--- src/rtl/jps_pkg.sv ---
`timescale 1ns/1ps
// Package: shared pin roles and fixed pin positions for the JTAG port share.
// Assumes the port is at least seven bits wide.
package jps_pkg;

    // Pin positions (decoded by the pad ring, so they are fixed)
    localparam int PIN_TMS  = 0;
    localparam int PIN_TCK  = 1;
    localparam int PIN_STAT = 3;
    localparam int PIN_ERR  = 4;
    localparam int PIN_TDI  = 5;
    localparam int PIN_TDO  = 6;
    localparam int MIN_PORT_W = 7;

    typedef enum logic [1:0] {
        ROLE_GPIO  = 2'd0,
        ROLE_TAPIN = 2'd1,
        ROLE_TDO   = 2'd2,
        ROLE_EXT   = 2'd3
    } pin_role_t;

    // Map a pin index to the role it takes when the channel owns the port
    function automatic pin_role_t role_of(input int idx);
        pin_role_t r;
        if (idx == PIN_TMS || idx == PIN_TCK || idx == PIN_TDI)
            r = ROLE_TAPIN;
        else if (idx == PIN_TDO)
            r = ROLE_TDO;
        else if (idx == PIN_STAT || idx == PIN_ERR)
            r = ROLE_EXT;
        else
            r = ROLE_GPIO;
        return r;
    endfunction

endpackage

--- src/rtl/jps_enable_reg.sv ---
`timescale 1ns/1ps
// Module: run-time enable register.
// Holds one enable bit that is written at a fixed offset and cleared by reset.
// The read path is combinational: the bit appears in bit 0 at the offset,
// and every other address reads zero.
module jps_enable_reg #(
    parameter int ADDR_W    = 8,
    parameter int DATA_W    = 8,
    parameter int EN_OFFSET = 'hC7
) (
    input  logic              clk,
    input  logic              rst_n,
    input  logic [ADDR_W-1:0] bus_addr,
    input  logic              bus_we,
    input  logic [DATA_W-1:0] bus_wdata,
    output logic [DATA_W-1:0] bus_rdata,
    output logic              run_en
);
    localparam logic [ADDR_W-1:0] HIT_ADDR = EN_OFFSET[ADDR_W-1:0];

    logic en_q;
    logic hit;
    logic unused_wdata;

    assign hit          = (bus_addr == HIT_ADDR);
    assign unused_wdata = ^bus_wdata[DATA_W-1:1];

    // Update the enable bit on reset or on a write that hits the offset
    always_ff @(posedge clk) begin
        if (!rst_n)
            en_q <= 1'b0;
        else if (bus_we && hit)
            en_q <= bus_wdata[0];
    end

    // Return the bit at the offset, zero elsewhere
    always_comb begin
        bus_rdata = '0;
        if (hit)
            bus_rdata[0] = en_q;
    end

    assign run_en = en_q;

endmodule

--- src/rtl/jps_owner.sv ---
`timescale 1ns/1ps
// Module: ownership and activation tracker.
// ORs the three enable sources and applies the reset rule: the nonvolatile
// source is immune to reset, the others are blocked by it. It also holds the
// data-out drive flag and the extension flag that an accepted enabling
// command sets. It assumes cmd_pulse is high for one cycle at a time.
module jps_owner (
    input  logic clk,
    input  logic rst_n,
    input  logic nv_cfg,
    input  logic run_en,
    input  logic pt_select,
    input  logic cmd_pulse,
    input  logic cmd_ext,
    output logic jtag_on,
    output logic tap_gate,
    output logic tdo_drive,
    output logic ext_drive
);
    logic tdo_q;
    logic ext_q;
    logic wipe;

    assign jtag_on  = nv_cfg | run_en | pt_select;
    assign tap_gate = jtag_on & (nv_cfg | rst_n);
    // Flags drop when ownership ends, or on reset unless nonvolatile-held
    assign wipe     = !jtag_on || (!rst_n && !nv_cfg);

    // Track the activation flags
    always_ff @(posedge clk) begin
        if (wipe) begin
            tdo_q <= 1'b0;
            ext_q <= 1'b0;
        end else if (cmd_pulse && tap_gate) begin
            tdo_q <= 1'b1;
            ext_q <= cmd_ext;
        end
    end

    assign tdo_drive = tdo_q;
    assign ext_drive = ext_q;

endmodule

--- src/rtl/jps_pin_mux.sv ---
`timescale 1ns/1ps
// Module: one pad's mux between the GPIO side and the JTAG channel.
// ROLE picks the variant. TAP inputs become undriven inputs, the data-out pin
// drives only when activated, and extension pins drive only when their flag
// is set. Pins held by the channel return zero to the GPIO side.
module jps_pin_mux #(
    parameter jps_pkg::pin_role_t ROLE = jps_pkg::ROLE_GPIO
) (
    input  logic jtag_on,
    input  logic tdo_drive,
    input  logic ext_drive,
    input  logic jtag_val,
    input  logic gpio_out_i,
    input  logic gpio_oe_i,
    input  logic pad_in_i,
    output logic pad_out_o,
    output logic pad_oe_o,
    output logic gpio_in_o
);
    logic take;

    // Decide whether the channel holds this pad
    always_comb begin
        case (ROLE)
            jps_pkg::ROLE_TAPIN: take = jtag_on;
            jps_pkg::ROLE_TDO:   take = jtag_on;
            jps_pkg::ROLE_EXT:   take = jtag_on & ext_drive;
            default:             take = 1'b0;
        endcase
    end

    // Select pad drive from the owner
    always_comb begin
        if (!take) begin
            pad_out_o = gpio_out_i;
            pad_oe_o  = gpio_oe_i;
        end else begin
            case (ROLE)
                jps_pkg::ROLE_TDO: begin
                    pad_oe_o  = tdo_drive;
                    pad_out_o = tdo_drive & jtag_val;
                end
                jps_pkg::ROLE_EXT: begin
                    pad_oe_o  = 1'b1;
                    pad_out_o = jtag_val;
                end
                default: begin
                    pad_oe_o  = 1'b0;
                    pad_out_o = 1'b0;
                end
            endcase
        end
    end

    assign gpio_in_o = take ? 1'b0 : pad_in_i;

endmodule

--- src/rtl/jtag_port_share.sv ---
`timescale 1ns/1ps
// Module: top of the JTAG pin-sharing port controller.
// Combines the enable register, the ownership tracker and one pin mux per
// port bit. Assumes PORT_W >= 7 so that the fixed pin positions exist.
module jtag_port_share #(
    parameter int ADDR_W    = 8,
    parameter int DATA_W    = 8,
    parameter int PORT_W    = 8,
    parameter int EN_OFFSET = 'hC7
) (
    input  logic              clk,
    input  logic              rst_n,
    input  logic              nv_cfg_jtag,
    input  logic              pt_select,
    input  logic [ADDR_W-1:0] bus_addr,
    input  logic              bus_we,
    input  logic [DATA_W-1:0] bus_wdata,
    output logic [DATA_W-1:0] bus_rdata,
    input  logic              cmd_pulse,
    input  logic              cmd_ext,
    input  logic              tap_tdo,
    input  logic              tap_tstat,
    input  logic              tap_terr,
    output logic              tap_tms,
    output logic              tap_tck,
    output logic              tap_tdi,
    output logic              tap_enable,
    output logic              jtag_owned,
    input  logic [PORT_W-1:0] gpio_out,
    input  logic [PORT_W-1:0] gpio_oe,
    output logic [PORT_W-1:0] gpio_in,
    input  logic [PORT_W-1:0] pad_in,
    output logic [PORT_W-1:0] pad_out,
    output logic [PORT_W-1:0] pad_oe
);
    import jps_pkg::*;

    logic run_en;
    logic jtag_on;
    logic tap_gate;
    logic tdo_drive;
    logic ext_drive;

    jps_enable_reg #(
        .ADDR_W    (ADDR_W),
        .DATA_W    (DATA_W),
        .EN_OFFSET (EN_OFFSET)
    ) u_reg (
        .clk       (clk),
        .rst_n     (rst_n),
        .bus_addr  (bus_addr),
        .bus_we    (bus_we),
        .bus_wdata (bus_wdata),
        .bus_rdata (bus_rdata),
        .run_en    (run_en)
    );

    jps_owner u_owner (
        .clk       (clk),
        .rst_n     (rst_n),
        .nv_cfg    (nv_cfg_jtag),
        .run_en    (run_en),
        .pt_select (pt_select),
        .cmd_pulse (cmd_pulse),
        .cmd_ext   (cmd_ext),
        .jtag_on   (jtag_on),
        .tap_gate  (tap_gate),
        .tdo_drive (tdo_drive),
        .ext_drive (ext_drive)
    );

    // One mux per port bit, variant chosen by the bit's role
    for (genvar i = 0; i < PORT_W; i++) begin : g_pin
        localparam pin_role_t R = role_of(i);
        logic jv;
        if (i == PIN_TDO) begin : g_tdo
            assign jv = tap_tdo;
        end else if (i == PIN_STAT) begin : g_stat
            assign jv = tap_tstat;
        end else if (i == PIN_ERR) begin : g_err
            assign jv = tap_terr;
        end else begin : g_none
            assign jv = 1'b0;
        end
        jps_pin_mux #(.ROLE(R)) u_mux (
            .jtag_on    (jtag_on),
            .tdo_drive  (tdo_drive),
            .ext_drive  (ext_drive),
            .jtag_val   (jv),
            .gpio_out_i (gpio_out[i]),
            .gpio_oe_i  (gpio_oe[i]),
            .pad_in_i   (pad_in[i]),
            .pad_out_o  (pad_out[i]),
            .pad_oe_o   (pad_oe[i]),
            .gpio_in_o  (gpio_in[i])
        );
    end

    // Forward TAP inputs; idle values keep the TAP parked when gated
    always_comb begin
        if (tap_gate) begin
            tap_tms = pad_in[PIN_TMS];
            tap_tck = pad_in[PIN_TCK];
            tap_tdi = pad_in[PIN_TDI];
        end else begin
            tap_tms = 1'b1;
            tap_tck = 1'b0;
            tap_tdi = 1'b0;
        end
    end

    assign tap_enable = tap_gate;
    assign jtag_owned = jtag_on;

endmodule

--- config.mk ---
export PLATFORM = sky130hd
export DESIGN_NAME = jtag_port_share
export DESIGN_NICKNAME = d
export VERILOG_FILES = /design/src/rtl/jps_pkg.sv /design/src/rtl/jps_enable_reg.sv /design/src/rtl/jps_owner.sv /design/src/rtl/jps_pin_mux.sv /design/src/rtl/jtag_port_share.sv
export SDC_FILE = /design/constraint.sdc
export NUM_CORES = 1
export LEC_CHECK = 0
export BUFFER_PORTS_ARGS = -buffer_cell sky130_fd_sc_hd__buf_4
export CAP_MARGIN = 5
export CORE_MARGIN = 10
export CORE_UTILIZATION = 32
export CTS_CLUSTER_DIAMETER = 60
export DETAILED_ROUTE_END_ITERATION = 16
export GPL_ROUTABILITY_DRIVEN = 0
export PLACE_DENSITY = 0.86
export SLEW_MARGIN = 30
export SYNTH_ARGS = -nofsm -noshare
export SYNTH_HDL_FRONTEND = slang
export SYNTH_SLANG_ARGS = --single-unit
export TNS_END_PERCENT = 10
--- constraint.sdc ---
create_clock -name clk -period 4 [get_ports clk]
set_clock_uncertainty 0.05 [all_clocks]
set_input_delay 0.4 -clock clk [delete_from_list [all_inputs] [get_ports clk]]
set_output_delay 0.4 -clock clk [all_outputs]
set_load 0.05 [all_outputs]
# [After elaboration in Yosys (flattened, before gate mapping)]
# Index checks and enable logic that the tools add are counted.
[word_totals] ff_bits=3 latchBits=0 ramBits=0 rom_bits=0 input_bits=50 out_inout_bits=37 wordCells=39 memories=0
[op_classes] add_sub_neg=0 n_mul=0 div_mod_pow=0 n_lt_le_gt_ge=0 eq_ne=1 n_shift=0 mux=22 bitwise=6 n_reduce_logical=7
[op_table] op="1-bit two-way mux" n=22
[op_table] op="8-bit == test (second input constant)" n=1
[op_table] op="1-bit AND" n=3
[op_table] op="1-bit logical AND" n=3
[op_table] op="1-bit zero test" n=3
[op_table] op="1-bit bitwise OR" n=3
[op_table] op="1-bit logical OR" n=1

# [Depth between registers and ports, before layout]
[logic_depth] word_depth=4 ltp_mapped=5 ltp_nobuf=4

# [By module]
# Synthesis repeated with hierarchy kept, for this count alone.
[hier_totals] hier_cells=61 hier_area_um2=467.9
[by_module_without_submodules] module="jps_enable_reg" instances=1 cells_per_inst=19 area_per_inst_um2=153.9 seq_area_each_um2=20.0
[by_module_without_submodules] module="jps_owner" instances=1 cells_per_inst=10 area_per_inst_um2=82.6 seq_area_each_um2=40.0
[by_module_without_submodules] module="jps_pin_mux at g_pin[3].u_mux ..." instances=2 cells_per_inst=4 area_per_inst_um2=35.0 seq_area_each_um2=0.0
[by_module_without_submodules] module="jps_pin_mux at g_pin[0].u_mux ..." instances=3 cells_per_inst=3 area_per_inst_um2=18.8 seq_area_each_um2=0.0
[by_module_without_submodules] module="jps_pin_mux at g_pin[2].u_mux ..." instances=2 cells_per_inst=3 area_per_inst_um2=22.5 seq_area_each_um2=0.0
[by_module_without_submodules] module="jps_pin_mux at g_pin[6].u_mux" instances=1 cells_per_inst=5 area_per_inst_um2=37.5 seq_area_each_um2=0.0
[by_module_without_submodules] module="jtag_port_share" instances=1 cells_per_inst=4 area_per_inst_um2=22.5 seq_area_each_um2=0.0

# [Worst setup path before layout]
# OpenSTA, ideal clock, no wires.
[synth_path] path_type="input to output" startpoint="input port bus_addr[5]" endpoint="output port bus_rdata[0]" arrival_ns=2.146 t_required_ns=3.550 setup_slack_ns=1.404 cell_stages=2 path_buffers=0 path_cell_list="or2_1 > nor4_1"
[synth_via] elab_chain_cells=2
[synth_rtl] item="start, declared" line_no="jtag_port_share.sv:15" rtl="input logic [ADDR_W-1:0] bus_addr,"
[synth_rtl] item="8-bit == test" line_no="jps_enable_reg.sv:25" rtl="assign hit = (bus_addr == HIT_ADDR);"
[synth_rtl] item="1-bit two-way mux" line_no="jps_enable_reg.sv:39" rtl="if (hit)"
[synth_rtl] item="end, declared" line_no="jtag_port_share.sv:18" rtl="output logic [DATA_W-1:0] bus_rdata,"
# No other way between the ends.

# [Worst setup path in the final report]
[layout_path] startpoint="register u_reg.en_q (netlist: u_reg.run_en)" endpoint="output port pad_out[3]"
[layout_via] elab_chain_cells=4
[layout_rtl] item="start, declared" line_no="jps_enable_reg.sv:21" rtl="logic en_q;"
[layout_rtl] item="start signal, assigned" line_no="jps_enable_reg.sv:33" rtl="en_q <= bus_wdata[0];"
[layout_rtl] item="1-bit bitwise OR (2 in series)" line_no="jps_owner.sv:24" rtl="assign jtag_on = nv_cfg | run_en | pt_select;"
[layout_rtl] item="1-bit AND" line_no="jps_pin_mux.sv:27" rtl="jps_pkg::ROLE_EXT: take = jtag_on & ext_drive;"
[layout_rtl] item="1-bit two-way mux" line_no="jps_pin_mux.sv:34" rtl="if (!take) begin"
[layout_rtl] item="end, declared" line_no="jtag_port_share.sv:33" rtl="output logic [PORT_W-1:0] pad_out,"
# No other way between the ends.

==> impl_metrics.yaml <==
floorplan:
  dieArea_um2: 3990
  die_x_um: 63.2
  start_util_pct: 34.2
  ios: 87
  core_um2: 1750
  row_count: 15
  die_y_um: 63.2
timing:
  period_share_pct: 54.3
  slew_viol_final: 0
  final-setup-viol-count: 0
  grt_setup_unrepaired: "false"
  hold_viol_final: 0
  finalSetupTns_ns: 0
  min_period_ns: 2.17
  max_clock_freq_mhz: 461
yosys:
  synth_fa_ha_area_share_pct: 0
  synth_ff_type: "dfxtp_1"
  yosys-top-cells-count: "buf_4, and2_1, nand2_1, and2_2, nor2_1"
  ys_ff_latch: 3
  synthSimpleGateAreaFrac_pct: 34.6
  synthArstFlopShare_pct: 0
  synthMuxAreaShare_pct: 10.3
  synth.most_common_cell: "buf_4"
  synthTopCellsByArea: "buf_4, dfxtp_1, and2_1"
  synth_top_family_by_area: "buffers and inverters"
  ys_seq_area_share_pct: 10.1
  synth_compound_area_share_pct: 2.10
  syn_area_um2: 597
  yosys.area.top_type_share_pct: 39.0
  avgSynthCellArea_um2: 7.55
  ys_types: 24
  synth_xor_xnor_area_share_pct: 0
  syn-instance-count: 79
  yosysTopAreaCell: "buf_4"
  synth_edf_count: 0
  yosysWarnings: 0
run_status:
  status: "finished, final reports clean"
global_route:
  grt_pass1_wl_mm: 2.99
  antenna_found_initial: 0
  grt_max_degree: 15
  grt_pass1_vias: 607
  grt_util_all_layers_pct: 9.40
  overflow: 0
placement:
  io_buffers: 60
  hpwl_mm: 1.88
  dpl_cell_area_um2: 863
clock_tree:
  tritoncts.num_buffers: 3
  worstSkewPairLatency_ns: 0.23
  cts_resized: 0
  cts_setup_buffers: 0
  clock_path_buffers: 2
  clk_pin_slew_ns: 0.04
  cts_sinks: 3
  hold_buffers: 0
  tritoncts: "yes"
  ctsHtreeMaxLevel: 1
  cts_root_buf: "clkbuf_4"
drt:
  vias: 580
  routed_wl_mm: 2.05
  vias_per_cell: 4.08
  drtAntennaViolNets: 0
  routedWlPerCell_um: 14.4
  detail_route.iter0.violations: 28
  first_pass_iters: 4
  drc: 0
critical_path:
  crit_arrival_ns: 1.72
  path_class: "reg -> out"
  critPathLaunchType: "register"
  critical_path_required_ns: 3.55
  crit_path_end_kind: "output pin"
  cp_max_fo: 14
cells_and_area:
  area_delta_synth_final_pct: 49.1
  fillers: 167
  final_util_pct: 51.0
  nets: 168
  n_antenna_cell: 0
  final_area_um2: 890
  drive_gt1_share_pct: 64.1
  multi_input_area_um2: 307
  seq_area_um2: 60.1
power_and_ir_drop:
  power.internal_mw: 0.121
  switching_share_pct: 46.1
  combinationalPowerShare_pct: 61.8
  clock_power_share_pct: 23.3
  share_seq_of_total_power_pct: 15.0
  vdd_drop_max_v: 0.000106
  switchingPower_mw: 0.104
  leakage_nw: 0.480
  powerDensity_nw_per_um2: 253
job:
  cap_violations: 0
min_path:
  worstHoldPathType: "in -> reg"
==> through the flow <==
step	power, mW	cells	hold slack [ns]	setup slack, ns
4_1_cts	0.227	142	0.341	1.81
2_1_floorplan	0.158	85	0.405	1.40
6_report	0.225	142	0.343	1.83
5_1_grt	0.238	142	0.376	1.72
3_5_place_dp	0.174	138	0.451	1.89
3_3_place_gp	0.172	138	0.439	1.94
==> final timing paths <==
kind	depth (start not counted)	slack, ns	endpoint	start
max	5	1.83	pad_out[3]	u_reg.run_en
min	3	0.34	u_owner.tdo_drive	cmd_pulse
max reg2reg	3	2.91	u_owner.ext_drive	u_reg.run_en
min reg2reg	2	0.45	u_owner.tdo_drive	u_owner.tdo_drive
==> kinds of logic (layout without fill, tap and decap cells) <==
kind of cell	count (synthesis)	count (layout)
buffers and inverters	36	68
multiplexers	5	5
AO/OA/AOI/OAI	2	2
other	1	7
AND/OR/NAND/NOR	32	32
flip-flops	3	3
==> registers in the layout, indices dropped and copies added (netlist names) <==
register,cells
u_owner.ext_drive,1
u_reg.run_en,1
u_owner.tdo_drive,1
==> placed cells by master (no fill, tap or decap), drive strengths merged <==
| cell type | n |
|---|---|
| buf | 60 |
| inv | 4 |
| nand2 | 6 |
| conb | 7 |
| nor4 | 2 |
| clkbuf | 4 |
| nand2b | 2 |
| nor3 | 1 |
| nor2 | 4 |
| o21a | 1 |
| and2 | 12 |
| mux2 | 3 |
| o21ai | 1 |
| or2 | 2 |
| dfxtp | 3 |
| nor2b | 2 |
| nand4b | 1 |
| mux2i | 2 |
==> critical path, cell delays in order, from the launching register on <==
cell	delay, ns
dfxtp_1	0.34
nor3_4	0.43
inv_2	0.11
nand2_4	0.12
mux2_4	0.30
buf_4	0.19
==> routing by layer <==
| layer | global-route usage [%] | vias to the layer above | share of wire (%) |
|---|---|---|---|
| li1 | - | 282 | - |
| met1 | 7.87 | 250 | 32 |
| met2 | 18.1 | 46 | 55 |
| met3 | 6.18 | 2 | 12 |
| met4 | 1.64 | 0 | 0.73 |
| met5 | 0 | - | 0 |
==> cell type report <==
class | instances | area share, %
repair buffers | 60 | 50.6
clock buffers | 4 | 2.95
flip-flops and latches | 3 | 6.75
well taps | 25 | 3.52
inverters | 4 | 1.69
multi-input cells | 46 | 34.5
==> power by group through the flow <==
stage               Clock, mW  Combinational, mW  Sequential, mW
global placement            0              0.138          0.0340
floorplan                   0              0.124          0.0336
global route           0.0576              0.146          0.0340
CTS                    0.0532              0.140          0.0336
detailed placement          0              0.140          0.0340
finish                 0.0523              0.139          0.0336
No activity file was read; power rests on OpenSTA's default activity.
